<file path="config.mk">
export PLATFORM = sky130hd
export DESIGN_NAME = adc_scan_sequencer
export DESIGN_NICKNAME = d
export VERILOG_FILES = /design/src/rtl/adc_seq_pkg.sv /design/src/rtl/adc_seq_sckgen.sv /design/src/rtl/adc_seq_shifter.sv /design/src/rtl/adc_seq_result.sv /design/src/rtl/adc_scan_sequencer.sv
export SDC_FILE = /design/constraint.sdc
export NUM_CORES = 1
export LEC_CHECK = 0
export ABC_AREA = 1
export BUFFER_PORTS_ARGS = -buffer_cell sky130_fd_sc_hd__buf_2
export CORE_ASPECT_RATIO = 0.6
export CORE_MARGIN = 4
export CORE_UTILIZATION = 30
export DETAILED_ROUTE_END_ITERATION = 8
export PLACE_DENSITY_LB_ADDON = 0.25
export SLEW_MARGIN = 5
export SYNTH_ARGS = -nofsm -noshare
export SYNTH_HDL_FRONTEND = slang
export SYNTH_SLANG_ARGS = --single-unit
export TNS_END_PERCENT = 20
</file>
<file path="constraint.sdc">
create_clock -name clk -period 2.3 [get_ports clk]
set_input_delay 0.575 -clock clk [delete_from_list [all_inputs] [get_ports clk]]
set_output_delay 0.575 -clock clk [all_outputs]
set_load 0.03 [all_outputs]
</file>
<file path="src/rtl/adc_seq_pkg.sv">
package adc_seq_pkg;
  localparam int FRAME_W = 16;
  localparam int DATA_W  = 12;
  localparam int CHAN_W  = 2;

  // mode register write: select, scan mode, last channel, fifo reset,
  // power mode, tag enable, software start, spare
  localparam logic [FRAME_W-1:0] CFG_WORD =
    {1'b0, 4'b0100, 4'b0011, 2'b01, 2'b00, 1'b1, 1'b0, 1'b0};

  typedef enum logic [0:0] {ST_GAP, ST_XFER} seq_state_t;
endpackage

</file>
<file path="src/rtl/adc_seq_sckgen.sv">
module adc_seq_sckgen #(
  parameter int CLK_DIV = 8
) (
  input  logic clk,
  input  logic rst_n,
  input  logic run,
  output logic fall_stb,
  output logic rise_stb,
  output logic end_stb
);
  localparam int CNT_W = $clog2(CLK_DIV);
  localparam int HALF  = CLK_DIV / 2;

  logic [CNT_W-1:0] cnt;

  always_ff @(posedge clk or negedge rst_n) begin
    if (!rst_n)                                cnt <= '0;
    else if (!run)                             cnt <= '0;
    else if (cnt == CNT_W'(CLK_DIV - 1))       cnt <= '0;
    else                                       cnt <= cnt + 1'b1;
  end

  assign fall_stb = run && (cnt == '0);
  assign rise_stb = run && (cnt == CNT_W'(HALF));
  assign end_stb  = run && (cnt == CNT_W'(CLK_DIV - 1));
endmodule

</file>
<file path="src/rtl/adc_seq_shifter.sv">
module adc_seq_shifter #(
  parameter int W = 16
) (
  input  logic         clk,
  input  logic         rst_n,
  input  logic         load,
  input  logic [W-1:0] load_word,
  input  logic         shift_out,
  input  logic         sample,
  input  logic         miso,
  output logic         mosi,
  output logic [W-1:0] rx_word
);
  logic [W-1:0] tx;

  always_ff @(posedge clk or negedge rst_n) begin
    if (!rst_n) begin
      tx      <= '0;
      mosi    <= 1'b0;
      rx_word <= '0;
    end else begin
      if (load) begin
        tx <= load_word;
      end else if (shift_out) begin
        mosi <= tx[W-1];
        tx   <= {tx[W-2:0], 1'b0};
      end
      if (sample) rx_word <= {rx_word[W-2:0], miso};
    end
  end
endmodule

</file>
<file path="src/rtl/adc_seq_result.sv">
module adc_seq_result
  import adc_seq_pkg::*;
(
  input  logic               clk,
  input  logic               rst_n,
  input  logic               capture,
  input  logic [FRAME_W-1:0] frame,
  input  logic               ack,
  output logic               valid,
  output logic [CHAN_W-1:0]  chan,
  output logic [DATA_W-1:0]  data
);
  always_ff @(posedge clk or negedge rst_n) begin
    if (!rst_n) begin
      valid <= 1'b0;
      chan  <= '0;
      data  <= '0;
    end else if (capture) begin
      valid <= 1'b1;
      chan  <= frame[DATA_W +: CHAN_W];
      data  <= frame[DATA_W-1:0];
    end else if (valid && ack) begin
      valid <= 1'b0;
    end
  end
endmodule

</file>
<file path="src/rtl/adc_scan_sequencer.sv">
module adc_scan_sequencer
  import adc_seq_pkg::*;
#(
  parameter int CLK_DIV = 8,
  parameter int GAP_SCK = 2
) (
  input  logic              clk,
  input  logic              rst_n,
  input  logic              adc_miso,
  output logic              adc_mosi,
  output logic              adc_sck,
  output logic              adc_cs_n,
  output logic [CHAN_W-1:0] res_chan,
  output logic [DATA_W-1:0] res_data,
  output logic              res_valid,
  input  logic              res_ack
);
  localparam int GAP_CYC = GAP_SCK * CLK_DIV;
  localparam int GAP_W   = $clog2(GAP_CYC);
  localparam int BIT_W   = $clog2(FRAME_W);

  seq_state_t         state;
  logic [GAP_W-1:0]   gap_cnt;
  logic [BIT_W-1:0]   bit_cnt;
  logic               cfg_sent;
  logic               fall_stb, rise_stb, end_stb;
  logic               gap_done, start, last_bit, capture;
  logic [FRAME_W-1:0] rx_word;
  logic [FRAME_W-1:0] tx_word;

  assign gap_done = (gap_cnt == GAP_W'(GAP_CYC - 1));
  assign start    = (state == ST_GAP) && gap_done && !res_valid;
  assign last_bit = end_stb && (bit_cnt == BIT_W'(FRAME_W - 1));
  assign capture  = last_bit && cfg_sent;
  assign tx_word  = cfg_sent ? '0 : CFG_WORD;

  adc_seq_sckgen #(.CLK_DIV(CLK_DIV)) u_sckgen (
    .clk      (clk),
    .rst_n    (rst_n),
    .run      (state == ST_XFER),
    .fall_stb (fall_stb),
    .rise_stb (rise_stb),
    .end_stb  (end_stb)
  );

  adc_seq_shifter #(.W(FRAME_W)) u_shifter (
    .clk       (clk),
    .rst_n     (rst_n),
    .load      (start),
    .load_word (tx_word),
    .shift_out (fall_stb),
    .sample    (rise_stb),
    .miso      (adc_miso),
    .mosi      (adc_mosi),
    .rx_word   (rx_word)
  );

  adc_seq_result u_result (
    .clk     (clk),
    .rst_n   (rst_n),
    .capture (capture),
    .frame   (rx_word),
    .ack     (res_ack),
    .valid   (res_valid),
    .chan    (res_chan),
    .data    (res_data)
  );

  always_ff @(posedge clk or negedge rst_n) begin
    if (!rst_n) begin
      state    <= ST_GAP;
      gap_cnt  <= '0;
      bit_cnt  <= '0;
      cfg_sent <= 1'b0;
      adc_sck  <= 1'b1;
      adc_cs_n <= 1'b1;
    end else begin
      case (state)
        ST_GAP: begin
          if (!gap_done) gap_cnt <= gap_cnt + 1'b1;
          if (start) begin
            state    <= ST_XFER;
            adc_cs_n <= 1'b0;
            bit_cnt  <= '0;
          end
        end
        ST_XFER: begin
          if (fall_stb) adc_sck <= 1'b0;
          if (rise_stb) adc_sck <= 1'b1;
          if (last_bit) begin
            state    <= ST_GAP;
            adc_cs_n <= 1'b1;
            gap_cnt  <= '0;
            cfg_sent <= 1'b1;
          end else if (end_stb) begin
            bit_cnt <= bit_cnt + 1'b1;
          end
        end
        default: state <= ST_GAP;
      endcase
    end
  end
endmodule

</file>
==> results.sh, run 1 <==
export IMPL_clock_path_buffers=2
export IMPL_start_util_pct=31.3
export IMPL_outcome="finished clean"
export IMPL_grt_max_degree=60
export IMPL_critPathLaunch="adc_cs_n"
export IMPL_clk_root_buffer_cell="clkbuf_16"
export IMPL_ys_warn_count=0
export IMPL_grt_setup_unrepaired="false"
export IMPL_clk_pin_slew_ns=0.05
export IMPL_async_flop_share_pct=100
export IMPL_finalSetupViolations=0
export IMPL_crit_path_top_delay_cell="dfstp_2"
export IMPL_synth_top_area_cell="dfrtp_1"
export IMPL_hold_buffers=0
export IMPL_start_kind="flop"
export IMPL_tns_ns=0
export IMPL_worst_pin_slew_ns=0.371
export IMPL_syn_nets=266
export IMPL_viasPerCell=4.39
export IMPL_syn_instance_count=257
export IMPL_finalPower_mw=2.35
export IMPL_yosys_top_cells_count="76 x nand2_1, 57 x dfrtp_1, 33 x inv_1"
export IMPL_reg2reg_slack_ns=0.73
export IMPL_p_leak_nw=1.52
export IMPL_cp_end_kind="primary output"
export IMPL_first_pass_iters=4
export IMPL_die_area_um2=9920
export IMPL_cts_tree="done"
export IMPL_arrival_ns=1.04
export IMPL_drive_above_1_share_pct=21.7
export IMPL_hpwlAfterDp_um=3040
export IMPL_io_buffers=21
export IMPL_synth_main_ff_cell="dfrtp_1"
export IMPL_path_depth=1
export IMPL_r2r_end="u_result.valid"
export IMPL_path_cells="buf_2"
export IMPL_path_max_fanout=2
export IMPL_wl_per_cell_um=11.6
export IMPL_slew_violations=0
export IMPL_max_slew_margin_pct=75.3
export IMPL_rr_worst_depth=6
export IMPL_antenna_found_initial=0
export IMPL_finalHoldViolCount=0
export IMPL_clock_fmax_mhz=619
export IMPL_ios=22
export IMPL_die_w_um=126
export IMPL_crit_type="flop to primary output"
export IMPL_fin_nets=294
export IMPL_finClkSkew_ns=0.00503
export IMPL_syn_avg_cell_area_um2=9.74
export IMPL_insertion_delay_ns=0.33
export IMPL_synth_seq_cells=59
export IMPL_n_fill_cell=829
export IMPL_yosysMostFrequentCell="nand2_1"
export IMPL_coreArea_um2=8010
export IMPL_max_stage_delay_ns=0.52
export IMPL_synthDistinctLibCells=27
export IMPL_reg2reg_from="u_sckgen.cnt[0]"
export IMPL_critical_path_buf_inv_count=1
export IMPL_p_per_area_nw_per_um2=785
export IMPL_worstPathRequired_ns=1.73
export IMPL_drc=0
export IMPL_htree_levels=3
export IMPL_area_growth_pct=19.4
export IMPL_grt_usage_pct=11.0
export IMPL_grt_pass1_vias=1754
export IMPL_die_h_um=78.8
export IMPL_hp_class="input port to async pin"
export IMPL_cts_sinks=59
export IMPL_yosys_area_top_type_share_pct=57.0
export IMPL_num_vias=1749
export IMPL_synth_area_um2=2500
export IMPL_ant_nets=0
export IMPL_diodes=0
export IMPL_drt_iter0_drc=167
export IMPL_path_delay_family="flip-flops"
export IMPL_routabilityCongestion=0.726
export IMPL_ir_drop_v=0.000365
export IMPL_maxCapViolCount=0
export IMPL_crit_end="adc_cs_n"
export IMPL_finalCriticalPeriod_ns=1.62
export IMPL_yosysSeqAreaShare_pct=59.1
export IMPL_timing_final_crit_share_pct=70.3
export IMPL_cts_setup_buffers=0
export IMPL_cts_resized=0
export IMPL_gr_total_overflow=0
export IMPL_drt_wl_total_um=4610
export IMPL_rows=25
export IMPL_numCtsBuffers=9
export IMPL_grt_pass1_wl_um=8470
export IMPL_synthTopCellsByArea="dfrtp_1 57%, nand2_1 11%, inv_1 4.9%"
export IMPL_synth_edf_count=0
## logic make-up after synthesis
family	share of synthesized area [%]
compound gates	10.9
flops	59.1
xor+xnor	0.350
fa+ha+maj	2.50
simple gates	19.7
buf+inv	7.50
## per-stage QoR
stage / util [%] / hold slack [ns] / setup WS [ns] / instance area, µm² / instances
6_report: 37.3 / 0.250 / 0.684 / 2990 / 398
3_3_place_gp: 33.9 / 0.447 / 0.747 / 2720 / 382
2_1_floorplan: - / 0.279 / 0.922 / 2500 / 257
4_1_cts: 37.3 / 0.271 / 0.665 / 2990 / 398
5_1_grt: 37.3 / 0.277 / 0.569 / 2990 / 398
3_5_place_dp: 33.9 / 0.454 / 0.738 / 2720 / 382
## state kept, by name, indices dropped and copies added, names as in the netlist
name	flops
u_shifter.rx_word	14
u_shifter.tx	14
u_result.data	12
bit_cnt	4
gap_cnt	4
u_sckgen.cnt	3
u_result.chan	2
adc_cs_n	1
adc_sck	1
cfg_sent	1
state	1
u_result.valid	1
u_shifter.mosi	1
## area by class of cell
type / count / area, µm² / share of cell area (%)
clock buffers: 16 / 272 / 9.08
inverters: 35 / 134 / 4.48
multi-input cells: 157 / 837 / 28.0
flip-flops and latches: 59 / 1480 / 49.5
well taps: 108 / 135 / 4.52
repair buffers: 23 / 133 / 4.44
## placed cells by master, fill, tap and decap left out
cell type	n
buf_12	1
buf_4	1
clkbuf_1	5
nand3_4	1
o21ai_0	19
o21ai_1	2
ha_1	5
buf_2	21
nor2_1	4
inv_2	1
nand3_2	1
o22ai_1	6
nand2_2	2
clkbuf_16	9
or2_2	3
nand3_1	14
inv_1	33
nand4_1	2
nand2_1	76
a31oi_1	1
nor2_4	2
dfrtp_1	57
dfstp_2	2
a21oi_1	2
clkbuf_8	2
xnor2_1	1
inv_4	1
o21ai_2	13
nand2_4	2
nor2_2	1
## worst min-delay path by stage
stage / from / end / slack (ns) / depth (start not counted)
finish: rst_n / u_shifter.rx_word[5] / 0.25 / 2
global route: rst_n / bit_cnt[3] / 0.28 / 2
CTS: rst_n / u_result.data[5] / 0.27 / 2
detailed placement: adc_sck / adc_sck / 0.45 / 2
global placement: u_sckgen.cnt[0] / u_sckgen.cnt[0] / 0.45 / 1
floorplan: rst_n / bit_cnt[0] / 0.28 / 0
## layer usage
layer	part of all wire [%]	GRT usage (%)	wire [µm]	up-vias
met1	54	15.2	2480	831
met2	40	14.6	1840	28
li1	-	-	-	879
met4	2.3	5.78	107	0
met3	4.1	4.70	189	11
met5	0	0	0	-
## where the power goes
| group | leakage, nW | switching [mW] | internal (mW) |
|---|---|---|---|
| Sequential | 0.750 | 0.0112 | 1.06 |
| Clock | 0.131 | 0.433 | 0.788 |
| Combinational | 0.639 | 0.0368 | 0.0173 |
## worst reg2reg max path: stages (launching register included)
cell,delay (ns)
dfrtp_1,0.39
ha_1,0.21
ha_1,0.21
nand3_2,0.12
nor2_4,0.05
nand2_4,0.29
o21ai_0,0.16
No activity file was read; power rests on OpenSTA's default activity.
==> run 2, diff against run 1 <==
--- a/config.mk
+++ b/config.mk
@@ -5,7 +5,7 @@
 export SDC_FILE = /design/constraint.sdc
 export NUM_CORES = 1
 export LEC_CHECK = 0
-export ABC_AREA = 1
+export ABC_AREA = 0
 export BUFFER_PORTS_ARGS = -buffer_cell sky130_fd_sc_hd__buf_2
 export CORE_ASPECT_RATIO = 0.6
 export CORE_MARGIN = 4
==> constraint.sdc (replaced) <==
create_clock -name clk -period 1.3 [get_ports clk]
set_input_delay 0.325 -clock clk [delete_from_list [all_inputs] [get_ports clk]]
set_output_delay 0.325 -clock clk [all_outputs]
set_load 0.03 [all_outputs]
==> results.sh, run 2 <==
export IMPL_outcome="complete, but fails checks"
export IMPL_violations="setup timing"
export IMPL_worstPathRequired_ns=1.52
export IMPL_hp_class="input port to flop"
export IMPL_arrival_ns=1.82
export IMPL_path_delay_family="flip-flops"
export IMPL_diodes=0
export IMPL_die_w_um=127
export IMPL_finalSetupViolations=54
export IMPL_grt_pass1_wl_um=8690
export IMPL_n_fill_cell=744
export IMPL_finClkSkew_ns=0.00648
export IMPL_clock_fmax_mhz=622
export IMPL_finalCriticalPeriod_ns=1.61
export IMPL_grt_usage_pct=11.6
export IMPL_clk_root_buffer_cell="clkbuf_16"
export IMPL_p_per_area_nw_per_um2=1220
export IMPL_synth_main_ff_cell="dfrtp_1"
export IMPL_layout_common_cells="56 x dfrtp_1, 27 x nand2_1, 22 x buf_4"
export IMPL_first_pass_iters=4
export IMPL_synthDistinctLibCells=39
export IMPL_drive_above_1_share_pct=45.6
export IMPL_multiInputGateArea_um2=1050
export IMPL_drc=0
export IMPL_path_cells="ha_2 -> ha_4 -> and4_4 -> nand3_4 -> clkbuf_16 -> mux2_4"
export IMPL_insertion_delay_ns=0.33
export IMPL_grt_pass1_vias=1697
export IMPL_fin_ws_ns=-0.308
export IMPL_synthTopCellsByArea="dfrtp_1 56%, mux2_2 8.5%, mux2_4 5.3%"
export IMPL_yosys_area_top_type_share_pct=56.4
export IMPL_ios=22
export IMPL_design_area_um2=3440
export IMPL_yosys_top_cells_count="57 x dfrtp_1, 27 x nand2_1, 19 x mux2_2"
export IMPL_whs_ns=0.170
export IMPL_syn_instance_count=200
export IMPL_seq_area_um2=1480
export IMPL_viasPerCell=4.50
export IMPL_die_area_um2=10000
export IMPL_critical_path_buf_inv_count=1
export IMPL_routabilityCongestion=0.737
export IMPL_synth_seq_cells=59
export IMPL_slew_violations=0
export IMPL_crit_path_top_delay_cell="dfrtp_1"
export IMPL_dp_cells=350
export IMPL_io_buffers=21
export IMPL_placed_area_um2=3010
export IMPL_syn_avg_cell_area_um2=12.7
export IMPL_path_max_fanout=6
export IMPL_ir_drop_v=0.000632
export IMPL_gr_total_overflow=0
export IMPL_ys_warn_count=0
export IMPL_fin_nets=265
export IMPL_rows=25
export IMPL_ant_nets=0
export IMPL_max_stage_delay_ns=0.35
export IMPL_synth_top_area_cell="dfrtp_1"
export IMPL_cts_tree="done"
export IMPL_die_h_um=79.2
export IMPL_drt_iter0_drc=73
export IMPL_max_slew_margin_pct=77.4
export IMPL_htree_levels=3
export IMPL_start_util_pct=31.5
export IMPL_yosysSeqAreaShare_pct=58.4
export IMPL_hpwlAfterDp_um=3480
export IMPL_p_leak_nw=1.71
export IMPL_cp_end_kind="flop"
export IMPL_timing_final_crit_share_pct=124
export IMPL_reg2reg_slack_ns=-0.31
export IMPL_finalPower_mw=4.19
export IMPL_worst_pin_slew_ns=0.336
export IMPL_antenna_found_initial=0
export IMPL_drt_wl_total_um=5180
export IMPL_yosysMostFrequentCell="dfrtp_1"
export IMPL_stdcell_count=369
export IMPL_coreArea_um2=8040
export IMPL_grt_setup_unrepaired="true"
export IMPL_start_kind="flop"
export IMPL_grt_max_degree=60
export IMPL_finalHoldViolCount=0
export IMPL_wl_per_cell_um=14.0
export IMPL_clock_path_buffers=2
export IMPL_maxCapViolCount=0
export IMPL_clk_pin_slew_ns=0.05
export IMPL_cts_sinks=59
export IMPL_num_vias=1660
export IMPL_crit_type="flop to flop"
export IMPL_largest_registers="u_shifter.rx_word (14), u_shifter.tx (14), u_result.data (12)"
export IMPL_synth_area_um2=2530
export IMPL_numCtsBuffers=9
export IMPL_async_flop_share_pct=100
export IMPL_tns_ns=-7.42
export IMPL_syn_nets=209
export IMPL_area_growth_pct=35.7
export IMPL_synth_edf_count=0
export IMPL_layout_commonest_cell="dfrtp_1"
==> run 2: area by class of cell <==
class                      instances  area share [%]
inverter                           7           0.765
clock inverter                     4           0.728
multi-input combinational        125            30.6
clock buffer                      12            7.47
sequential                        59            43.1
timing repair buffer              54            13.4
tap                              108            3.93
==> run 2: worst register-to-register path: cells and delay by family, from the launching register on <==
| kind | cells | cell delay, ns |
|---|---|---|
| mux | 1 | 0.29 |
| buf+inv | 1 | 0.19 |
| fa+ha+maj | 2 | 0.31 |
| flops | 1 | 0.35 |
| simple gates | 2 | 0.34 |
==> run 2: through the flow <==
step,worst slack [ns],utilization (%)
CTS,-0.304,42.0
detailed placement,-0.303,37.5
finish,-0.308,42.7
floorplan,-0.247,-
global route,-0.364,42.7
global placement,-0.260,37.5
==> run 2: what timing repair did <==
item | CTS | global route
endpoints found under the hold margin | 13 | 0
buffers inserted | 0 | 1
pin swaps | 9 | 4
gates resized for setup | 26 | 9
gates cloned | 0 | 1
hold buffers | 1 | 0
endpoints found under the setup margin | 57 | 58
==> run 2: final timing paths <==
check | depth (start not counted) | endpoint | from
max | 6 | u_result.data[5] | u_sckgen.cnt[0]
min | 2 | u_result.valid | res_ack
max reg2reg | 6 | u_result.data[5] | u_sckgen.cnt[0]
min reg2reg | 2 | u_shifter.mosi | u_shifter.mosi
max in group asynchronous | 3 | adc_sck | rst_n
min in group asynchronous | 3 | gap_cnt[2] | rst_n
==> run 2: cells by family (layout without fill, tap and decap cells) <==
group | after synthesis | count (layout) | share of synthesized area (%)
flip-flops | 59 | 59 | 58.4
AND/OR/NAND/NOR | 55 | 55 | 11.9
multiplexers | 35 | 35 | 16.6
AO/OA/AOI/OAI | 29 | 29 | 7.32
buffers and inverters | 16 | 77 | 3.02
adder cells (fa/ha/maj) | 5 | 5 | 2.47
XOR/XNOR | 1 | 1 | 0.346
==> run 2: power by group <==
part	internal (mW)	leakage, nW	switching (mW)
Combinational	0.0476	0.826	0.0639
Sequential	1.87	0.748	0.0215
Clock	1.38	0.135	0.804
Total	3.30	1.71	0.889
==> run 2: layer usage <==
metal	vias up	routed length, µm	part of all wire (%)	GRT usage [%]
li1	825	-	-	-
met1	791	2670	52	16.1
met2	37	2150	42	14.7
met3	7	297	5.7	5.51
met4	0	61	1.2	6.10
met5	-	0	0	0
